==> src/rtl/qdr_burst_pkg.sv <==
package qdr_burst_pkg;

  localparam int BURST_LEN = 4;

  // Word address of beat 'beat' inside the four-word group holding 'base'.
  function automatic int beat_addr(input int base, input int beat);
    return (base & ~(BURST_LEN - 1)) | (beat & (BURST_LEN - 1));
  endfunction

  // Beat index of the even lane for the given half of a burst.
  function automatic int even_beat(input logic second_half);
    return second_half ? 2 : 0;
  endfunction

endpackage

==> src/rtl/qdr_burst_seq.sv <==
module qdr_burst_seq #(
  parameter int AW = 6
) (
  input  logic          clk,
  input  logic          rst_n,
  input  logic          req_i,
  input  logic [AW-1:0] base_i,
  output logic          act_o,
  output logic          second_o,
  output logic [AW-1:0] base_o
);

  logic accept;

  // A request is taken when idle or when the running burst is in its last clock.
  assign accept = req_i && (!act_o || second_o);

  always_ff @(posedge clk) begin
    if (!rst_n) begin
      act_o    <= 1'b0;
      second_o <= 1'b0;
      base_o   <= '0;
    end else if (accept) begin
      act_o    <= 1'b1;
      second_o <= 1'b0;
      base_o   <= base_i;
    end else if (act_o && !second_o) begin
      second_o <= 1'b1;
    end else begin
      act_o    <= 1'b0;
      second_o <= 1'b0;
    end
  end

  p_second_half_r3: assert property (@(posedge clk) disable iff (!rst_n)
    (act_o && !second_o) |=> (act_o && second_o));

  p_busy_hold_r4: assert property (@(posedge clk) disable iff (!rst_n)
    (act_o && !second_o) |=> (base_o == $past(base_o)));

  p_accept_start_r2: assert property (@(posedge clk) disable iff (!rst_n)
    accept |=> (act_o && !second_o));

  p_no_half_without_act_r3: assert property (@(posedge clk) disable iff (!rst_n)
    second_o |-> act_o);

endmodule

==> src/rtl/qdr_burst_store.sv <==
module qdr_burst_store #(
  parameter int AW = 6,
  parameter int NB = 2,
  parameter int BW = 9
) (
  input  logic          clk,
  input  logic          we,
  input  logic [AW-1:0] wa0,
  input  logic [AW-1:0] wa1,
  input  logic [NB*BW-1:0] wd0,
  input  logic [NB*BW-1:0] wd1,
  input  logic [NB-1:0] wm0,
  input  logic [NB-1:0] wm1,
  input  logic [AW-1:0] ra0,
  input  logic [AW-1:0] ra1,
  output logic [NB*BW-1:0] rd0,
  output logic [NB*BW-1:0] rd1
);

  localparam int W     = NB * BW;
  localparam int DEPTH = 1 << AW;

  logic [W-1:0]  mem [DEPTH];
  logic [AW-1:0] ra [2];
  logic [W-1:0]  rd [2];

  assign ra[0] = ra0;
  assign ra[1] = ra1;
  assign rd0   = rd[0];
  assign rd1   = rd[1];

  always_ff @(posedge clk) begin
    if (we) begin
      for (int b = 0; b < NB; b++) begin
        if (wm0[b]) mem[wa0][b*BW +: BW] <= wd0[b*BW +: BW];
        if (wm1[b]) mem[wa1][b*BW +: BW] <= wd1[b*BW +: BW];
      end
    end
  end

  // Read ports see the stored word, overlaid byte-wise by beats stored at this edge.
  for (genvar p = 0; p < 2; p++) begin : g_port
    for (genvar b = 0; b < NB; b++) begin : g_byte
      logic hit0, hit1;
      assign hit0 = we && (wa0 == ra[p]) && wm0[b];
      assign hit1 = we && (wa1 == ra[p]) && wm1[b];
      assign rd[p][b*BW +: BW] = hit0 ? wd0[b*BW +: BW] :
                                 hit1 ? wd1[b*BW +: BW] :
                                        mem[ra[p]][b*BW +: BW];
    end
  end

endmodule

==> src/rtl/qdr_burst_sram.sv <==
module qdr_burst_sram #(
  parameter int AW = 6,
  parameter int NB = 2,
  parameter int BW = 9
) (
  input  logic             clk,
  input  logic             rst_n,
  input  logic             rd_sel_n,
  input  logic             wr_sel_n,
  input  logic [AW-1:0]    adr_rise,
  input  logic [AW-1:0]    adr_fall,
  input  logic [NB*BW-1:0] wdat_rise,
  input  logic [NB*BW-1:0] wdat_fall,
  input  logic [NB-1:0]    bwe_rise_n,
  input  logic [NB-1:0]    bwe_fall_n,
  output logic [NB*BW-1:0] rdat_rise,
  output logic [NB*BW-1:0] rdat_fall,
  output logic             rvalid
);

  import qdr_burst_pkg::*;

  localparam int W = NB * BW;

  logic          rd_act, rd_second, wr_act, wr_second;
  logic [AW-1:0] rd_base, wr_base;
  logic [AW-1:0] rd_a0, rd_a1, wr_a0, wr_a1;
  logic [W-1:0]  rd_w0, rd_w1;

  qdr_burst_seq #(.AW(AW)) u_rd_seq (
    .clk      (clk),
    .rst_n    (rst_n),
    .req_i    (!rd_sel_n),
    .base_i   (adr_rise),
    .act_o    (rd_act),
    .second_o (rd_second),
    .base_o   (rd_base)
  );

  qdr_burst_seq #(.AW(AW)) u_wr_seq (
    .clk      (clk),
    .rst_n    (rst_n),
    .req_i    (!wr_sel_n),
    .base_i   (adr_fall),
    .act_o    (wr_act),
    .second_o (wr_second),
    .base_o   (wr_base)
  );

  assign rd_a0 = AW'(beat_addr(int'(rd_base), even_beat(rd_second)));
  assign rd_a1 = AW'(beat_addr(int'(rd_base), even_beat(rd_second) + 1));
  assign wr_a0 = AW'(beat_addr(int'(wr_base), even_beat(wr_second)));
  assign wr_a1 = AW'(beat_addr(int'(wr_base), even_beat(wr_second) + 1));

  qdr_burst_store #(.AW(AW), .NB(NB), .BW(BW)) u_store (
    .clk (clk),
    .we  (wr_act),
    .wa0 (wr_a0),
    .wa1 (wr_a1),
    .wd0 (wdat_rise),
    .wd1 (wdat_fall),
    .wm0 (~bwe_rise_n),
    .wm1 (~bwe_fall_n),
    .ra0 (rd_a0),
    .ra1 (rd_a1),
    .rd0 (rd_w0),
    .rd1 (rd_w1)
  );

  always_ff @(posedge clk) begin
    if (!rst_n) begin
      rvalid    <= 1'b0;
      rdat_rise <= '0;
      rdat_fall <= '0;
    end else if (rd_act) begin
      rvalid    <= 1'b1;
      rdat_rise <= rd_w0;
      rdat_fall <= rd_w1;
    end else begin
      rvalid    <= 1'b0;
      rdat_rise <= '0;
      rdat_fall <= '0;
    end
  end

  p_valid_after_act_r3: assert property (@(posedge clk) disable iff (!rst_n)
    rd_act |=> rvalid);

  p_valid_pair_r3: assert property (@(posedge clk) disable iff (!rst_n)
    $rose(rvalid) |=> rvalid);

  p_quiet_bus_r9: assert property (@(posedge clk) disable iff (!rst_n)
    !rvalid |-> (rdat_rise == '0 && rdat_fall == '0));

  p_write_two_clocks_r7: assert property (@(posedge clk) disable iff (!rst_n)
    $rose(wr_act) |=> wr_act);

  p_lanes_differ_r5: assert property (@(posedge clk) disable iff (!rst_n)
    wr_act |-> (wr_a0 != wr_a1));

endmodule

==> config.mk <==
export PLATFORM = sky130hd
export DESIGN_NAME = qdr_burst_sram
export DESIGN_NICKNAME = d
export VERILOG_FILES = /design/src/rtl/qdr_burst_pkg.sv /design/src/rtl/qdr_burst_seq.sv /design/src/rtl/qdr_burst_store.sv /design/src/rtl/qdr_burst_sram.sv
export SDC_FILE = /design/constraint.sdc
export NUM_CORES = 1
export LEC_CHECK = 0
export BUFFER_PORTS_ARGS = -buffer_cell sky130_fd_sc_hd__buf_2
export CORE_MARGIN = 2
export CORE_UTILIZATION = 35
export CTS_CLUSTER_SIZE = 14
export DETAILED_ROUTE_END_ITERATION = 16
export MAX_ROUTING_LAYER = met4
export PLACE_DENSITY = 0.54
export SKIP_CTS_REPAIR_TIMING = 1
export SLEW_MARGIN = 0
export SYNTH_ARGS = -nofsm -noshare
export SYNTH_HDL_FRONTEND = slang
export SYNTH_SLANG_ARGS = --single-unit
==> constraint.sdc <==
create_clock -name clk -period 3 [get_ports clk]
set_clock_uncertainty 0.1 [all_clocks]
set_input_delay 0.15 -clock clk [delete_from_list [all_inputs] [get_ports clk]]
set_output_delay 0.15 -clock clk [all_outputs]
set_load 0.02 [all_outputs]
==> metrics.md, run 1 <==
| Metric | Value |
|---|---|
| Outcome | `completed` |
| Worst-Skew Late Latency | `740 ps` |
| Drt wl/cell | `26.9 um` |
| DP Wirelength | `74.3 mm` |
| # fillers | `11500` |
| CTS tree | `built` |
| Die ar. | `136000 um^2` |
| Worst Path Max Fanout | `9` |
| Post-Route Setup TNS | `0 ps` |
| Max Clock Freq | `376 MHz` |
| Data required, critical path | `3310 ps` |
| Worst vdd ir | `0.366 mV` |
| Final setup fails | `0` |
| First-pass GRT wire length | `170 mm` |
| # rows | `133` |
| Routability cong. | `0.788` |
| Crit path time final | `2660 ps` |
| Post-synthesis sequential area ratio | `76.5%` |
| CP arrival | `2970 ps` |
| CTS buffer count | `130` |
| Vias in the first global route | `23900` |
| I/O pin total | `93` |
| Worst-path clk slew | `60 ps` |
| Leakage dissipation | `17.4 nW` |
| Cell Area, Synth | `46500 um^2` |
| PD cells | `663 nW/um^2` |
| Hold Path Class | `input port to flop` |
| Routed Antenna Nets | `0` |
| Core area | `132000 um^2` |
| Share of layout cells above drive strength 1 | `29.3%` |
| Met3 routed WL | `8.87 mm` |
| Layout net count | `2605` |
| Clk buf depth | `3` |
| DR vias | `23400` |
| Total power | `0.0364 W` |
| CTS root buf | `clkbuf_16` |
| Met2 WL | `56.3 mm` |
| Vias per cell | `5.30` |
| Largest net degree at the start of global routing | `48` |
| Yosys warns | `0` |
| Total GRT Usage | `18.0%` |
| Crit Path Category | `flop to flop` |
| Top_reg_cell synth | `edfxtp_1` |
| Post-Syn Area per Cell | `21.1 um^2` |
| GRT overflow | `0` |
| Top sig layer | `met4` |
| EDFF count, synth | `1152` |
| Unrepaired setup endpoints after global routing | `false` |
| Seq cells post-synth | `1201` |
| Syn Nets | `2264` |
| Die Width | `368 um` |
| Cells after Synth | `2208` |
| Type of origin of the critical path | `flop` |
| Asr flop ratio synth | `0%` |
| Initial antenna violation count | `2` |
| Yosys cell types | `51` |
| Measured slew at the worst slew-check pin | `1110 ps` |
| Clock sinks | `1201` |
| Die Height | `368 um` |
| Initial DRC Count | `2777` |
| # DRC | `0` |
| Detailed Routing Iterations Pass 1 | `8` |
| Total Wirelength | `119 mm` |
| Starting Density | `35.3%` |
| CP Capture Type | `flop` |
| MaxCap Viol Count | `0` |
| Slew Limit Fails | `0` |
| Htree depth | `4` |
| Hold Violations, Final | `0` |
| IO Port Bufs | `88` |
| Met1 WL | `51.3 mm` |
| Area Overhead vs Synth | `18.0%` |
| Max transition margin | `25.6%` |
| Period utilisation layout | `88.7%` |
worst max-delay path, stage by stage (launching register included):
cell and delay [ps]:
dfxtp_1 630, nor2b_1 520, nand2_1 540, nor2_1 250
buf_4 290
kinds of logic after synthesis:
kind of cell | Yosys count | share of synthesized area [%]
compound gates | 157 | 2.52
flops | 1201 | 76.5
buf+inv | 142 | 1.79
xor+xnor | 5 | 0.0942
simple gates | 291 | 2.54
mux | 412 | 16.5
report_power, final:
part	total (W)	internal, W	leakage (nW)	switching, W
Sequential	0.0185	0.0185	10.8	0.0000848
Combinational	0.00224	0.000934	4.63	0.00130
Clock	0.0156	0.00925	2.03	0.00632
Total	0.0364	0.0286	17.4	0.00771
per-layer routing:
| layer | global-route usage (%) | vias up |
|---|---|---|
| met5 | - | - |
| li1 | - | 9849 |
| met1 | 24.5 | 12400 |
| met4 | 4.33 | 0 |
| met2 | 27.7 | 911 |
| met3 | 3.77 | 181 |
synth_stat cells (9+ instances only):
master,instances,area (um^2)
a22oi_1,9,67.6
buf_2,28,140
buf_6,15,169
a21oi_1,25,125
buf_4,11,82.6
nor2_1,201,754
buf_1,10,37.5
a221oi_1,18,158
nand3_1,11,55.1
dfxtp_1,49,981
clkbuf_1,64,240
nand2_1,47,176
mux2i_1,120,1200
mux4_2,284,6400
a211oi_1,20,150
o21ai_0,23,115
edfxtp_1,1152,34600
o22ai_1,16,100
a221o_1,19,190
metrics by stage:
step,util [%],std cells,area [um^2],hold slack (ps),setup slack (ps)
floorplan,-,2208,46500,142,724
finish,41.7,4410,54800,198,338
CTS,41.2,4351,54300,-514,348
global placement,38.1,4115,50100,248,367
detailed placement,38.1,4115,50100,256,374
global route,41.7,4409,54800,211,263
area by class of cell:
type                            count  area [um^2]  area share, %
Antenna cell                        2         5.00        0.00913
Clock buffer                      171         3580           6.52
Clock inverter                     65          577           1.05
Inverter                            6         23.8         0.0433
Multi-Input combinational cell    865        10100           18.4
Sequential cell                  1201        35600           64.9
Tap cell                         1755         2200           4.00
Timing Repair Buffer              345         2790           5.08
worst paths after layout:
| check | startpoint | end | slack, ps | cells after the start |
|---|---|---|---|---|
| setup / recovery | u_wr_seq.base_o[2] | u_store.mem[4][10] | 340 | 4 |
| setup reg to reg | u_wr_seq.base_o[2] | u_store.mem[4][10] | 340 | 4 |
| hold / removal | bwe_rise_n[0] | rdat_rise[5] | 200 | 5 |
| hold reg to reg | u_rd_seq.second_o | u_rd_seq.second_o | 630 | 2 |
cell usage in the layout, fill, tap and decap left out, types with 4 or more instances in the layout:
master            n
a211oi_1         20
a21oi_1          25
a221o_1          19
a221oi_1         18
a22oi_1           9
buf_12           22
buf_2            88
buf_4           178
bufinv_16        10
clkbuf_1         32
clkbuf_16       137
clkinv_1         24
clkinv_2         21
clkinvlp_4        4
dfxtp_1          45
dlygate4sd3_1    57
edfxtp_1       1152
inv_6             5
mux2_2            8
mux2i_1         120
mux4_2          284
nand2_1          46
nand2b_1          6
nand3_1          11
nor2_1          200
nor3_1            8
o21ai_0          23
o22ai_1          16
or3_1             4
xnor2_1           5
flip-flops by register name, indices dropped and copies added (netlist names), 4 cells and up:
| name | flops |
|---|---|
| rdat_fall | 18 |
| u_wr_seq.base_o | 4 |
| u_rd_seq.base_o | 4 |
| rdat_rise | 18 |
| u_store.mem | 1152 |
(Power assumes the default switching activity.)
==> inputs of run 2 (changes only) <==
- ABC_AREA: not set -> 1
==> run 2 against run 1 <==
Die area increased by 4.2%. Cell area increased by 2.5%. Setup slack improved by 140 ps. Clock power decreased by 3%. First-iteration DRC count increased by 22%. Sequential power about the same. Area after synthesis increased by 4.2%. Sequential share of layout area decreased by 1.6 points. Critical path depth increased by 6. Total power increased by 1.5%. Sequential cell count unchanged. Critical path type unchanged. Largest power group unchanged. Highest routed layer unchanged.
==> metrics.md, run 2 <==
| Metric | Value |
|---|---|
| Synth area leaders | `edfxtp_1 71%, nand3_1 8.1%, nand2_1 7.6%` |
| Post-Route Setup TNS | `0 ps (unchanged)` |
| MaxCap Viol Count | `0 (unchanged)` |
| Area Overhead vs Synth | `16.0%` |
| Leakage dissipation | `19.8 nW (+14%)` |
| # DRC | `0 (unchanged)` |
| Htree depth | `4 (unchanged)` |
| Cells after Synth | `4138 (+87%)` |
| Placed Cells incl. Taps | `5959 (+45%)` |
| # rows | `136 (+2.3%)` |
| GRT overflow | `0 (unchanged)` |
| I/O pin total | `93 (unchanged)` |
| Max Clock Freq | `397 MHz (+5.6%)` |
| CTS root buf | `clkbuf_16` |
| Asr flop ratio synth | `0% (unchanged)` |
| Yosys warns | `0 (unchanged)` |
| Initial DRC Count | `3400 (+22%)` |
| Routability cong. | `0.851 (+8.1%)` |
| Drt wl/cell | `22.9 um (-15%)` |
| CTS tree | `built` |
| Post-Syn Area per Cell | `11.7 um^2 (-44%)` |
| Initial antenna violation count | `16 (+14)` |
| Worst-path clk slew | `60 ps (about the same)` |
| Die Width | `376 um (+2.1%)` |
| CTS buffer count | `131 (+0.77%)` |
| Most frequent cells after synthesis | `1152 x edfxtp_1, 981 x nand2_1, 784 x nand3_1` |
| Detailed Routing Iterations Pass 1 | `7 (-1)` |
| Hold Violations, Final | `0 (unchanged)` |
| EDFF count, synth | `1152 (unchanged)` |
| Measured slew at the worst slew-check pin | `1190 ps (+76.9 ps)` |
| Most frequent cell after synthesis | `edfxtp_1` |
| DP Wirelength | `85.1 mm (+15%)` |
| Total GRT Usage | `20.5% (+2.6 points)` |
| Final instance area | `56200 um^2 (+2.5%)` |
| Post-synthesis sequential area ratio | `73.4% (-3.1 points)` |
| Die ar. | `141000 um^2 (+4.2%)` |
| Hold Path Class | `input port to flop` |
| Worst Path Max Fanout | `44 (+35)` |
| Type of origin of the critical path | `flop` |
| Post-Layout Cell Count | `6252 (+42%)` |
| Most frequent cells in the layout | `1152 x edfxtp_1, 981 x nand2_1, 784 x nand3_1` |
| Share of layout cells above drive strength 1 | `10.6% (-19 points)` |
| Clk buf depth | `3 (unchanged)` |
| Post-DP Area | `51700 um^2 (+3.2%)` |
| Slew Limit Fails | `0 (unchanged)` |
| Data required, critical path | `3520 ps (+210 ps)` |
| Seq cells post-synth | `1201 (unchanged)` |
| Fin util | `40.9% (-0.78 points)` |
| Area leader, netlist | `edfxtp_1` |
| Vias in the first global route | `29800 (+25%)` |
| Top_reg_cell synth | `edfxtp_1` |
| Total Wirelength | `143 mm (+20%)` |
| Area share of the largest cell type after synthesis | `71.4% (-3.0 points)` |
| Layout net count | `4407 (+69%)` |
| Largest net degree at the start of global routing | `136 (+180%)` |
| Period utilisation layout | `84.0% (-4.7 points)` |
| Worst-Skew Late Latency | `750 ps (about the same)` |
| Crit Path Category | `flop to flop` |
| Leading cell type in the layout, fill and taps excluded | `edfxtp_1` |
| Vias per cell | `5.16 (-2.6%)` |
| Die Height | `376 um (+2.1%)` |
| IO Port Bufs | `88 (unchanged)` |
| Largest reg by FF count | `u_store.mem` |
| Yosys cell types | `23 (-55%)` |
| Outcome | `completed` |
| DR vias | `32300 (+38%)` |
| Syn Nets | `4194 (+85%)` |
| Cell Area, Synth | `48400 um^2 (+4.2%)` |
| Worst vdd ir | `0.520 mV (+42%)` |
| CP Capture Type | `flop` |
| Routed Antenna Nets | `0 (unchanged)` |
| First-pass GRT wire length | `208 mm (+22%)` |
| CP arrival | `3040 ps (+70 ps)` |
| Unrepaired setup endpoints after global routing | `false` |
| Clock sinks | `1201 (unchanged)` |
| Final setup fails | `0 (unchanged)` |
| PD cells | `657 nW/um^2 (-0.94%)` |
| Biggest regs | `u_store.mem: 1152 flops, rdat_fall: 18 flops, rdat_rise: 18 flops` |
| Crit path time final | `2520 ps (-142 ps)` |
| Starting Density | `35.2% (-0.083 points)` |
| Core area | `137000 um^2 (+4.5%)` |
| Max reg flops | `1152 (unchanged)` |
| Max transition margin | `20.5% (-5.1 points)` |
[run 2: cell count changes after synthesis, sizes merged, moves of 23 or more]
cell,before,now
nor2,201,491
nand2,47,981
buf,72,193
o211ai,1,64
mux4,284,0
a21oi,25,48
mux2i,120,0
o21ai,24,200
inv,5,84
nand3,11,784
[run 2: critical path, stage by stage (launching register included)]
cell and delay (ps):
dfxtp_4 440, inv_8 370, buf_4 420, nand2_1 90
nand2_1 70, nand2_1 40, nand3_1 80, nand3_1 130
nand3_1 230, nand2_1 80, a21oi_1 290
[run 2: area by class of cell]
type,instances,area [um^2]
timing repair buffer,347,2810
multi-input combinational,2586,11300
antenna,9,22.5
inverter,84,335
clock buffer,177,3570
clock inverter,54,370
tap,1794,2240
fill,12900,81300
sequential,1201,35600
[run 2: kinds of logic after synthesis]
family	synth area share (%)
buffers and inverters	3.28
AO/OA/AOI/OAI	3.57
XOR/XNOR	0.0542
flip-flops	73.4
AND/OR/NAND/NOR	19.7
[run 2: path summary, 6_finish.rpt]
kind,from,endpoint,slack [ps],cells past startpoint
worst max-delay path,u_rd_seq.second_o,rdat_fall[10],480,10
worst min-delay path,adr_fall[3],u_wr_seq.base_o[3],250,4
worst max register to register,u_rd_seq.second_o,rdat_fall[10],480,10
worst min register to register,u_wr_seq.act_o,u_wr_seq.second_o,380,2
[run 2: where the power goes]
part	total, W	switching [W]	internal (W)
clock	0.0151	0.00654	0.00852
sequential	0.0186	0.000102	0.0185
combinational	0.00327	0.00239	0.000876
total	0.0369	0.00903	0.0279
[run 2: through the flow]
stage / worst slack, ps / total power (W) / hold WS (ps)
2_1_floorplan: 1040 / 0.0207 / 145
3_3_place_gp: 520 / 0.0221 / 367
3_5_place_dp: 520 / 0.0221 / 378
4_1_cts: 515 / 0.0371 / -405
5_1_grt: 225 / 0.0381 / 300
6_report: 480 / 0.0369 / 255
[run 2: routing by layer]
layer,vias up,wire (um),part of all wire [%],global-route usage [%]
met1,15900,62000,43,27.7
met5,-,0,0,-
met2,1187,66300,46,31.3
met4,0,3650,2.6,6.22
met3,203,11000,7.7,4.24
li1,15000,-,-,-
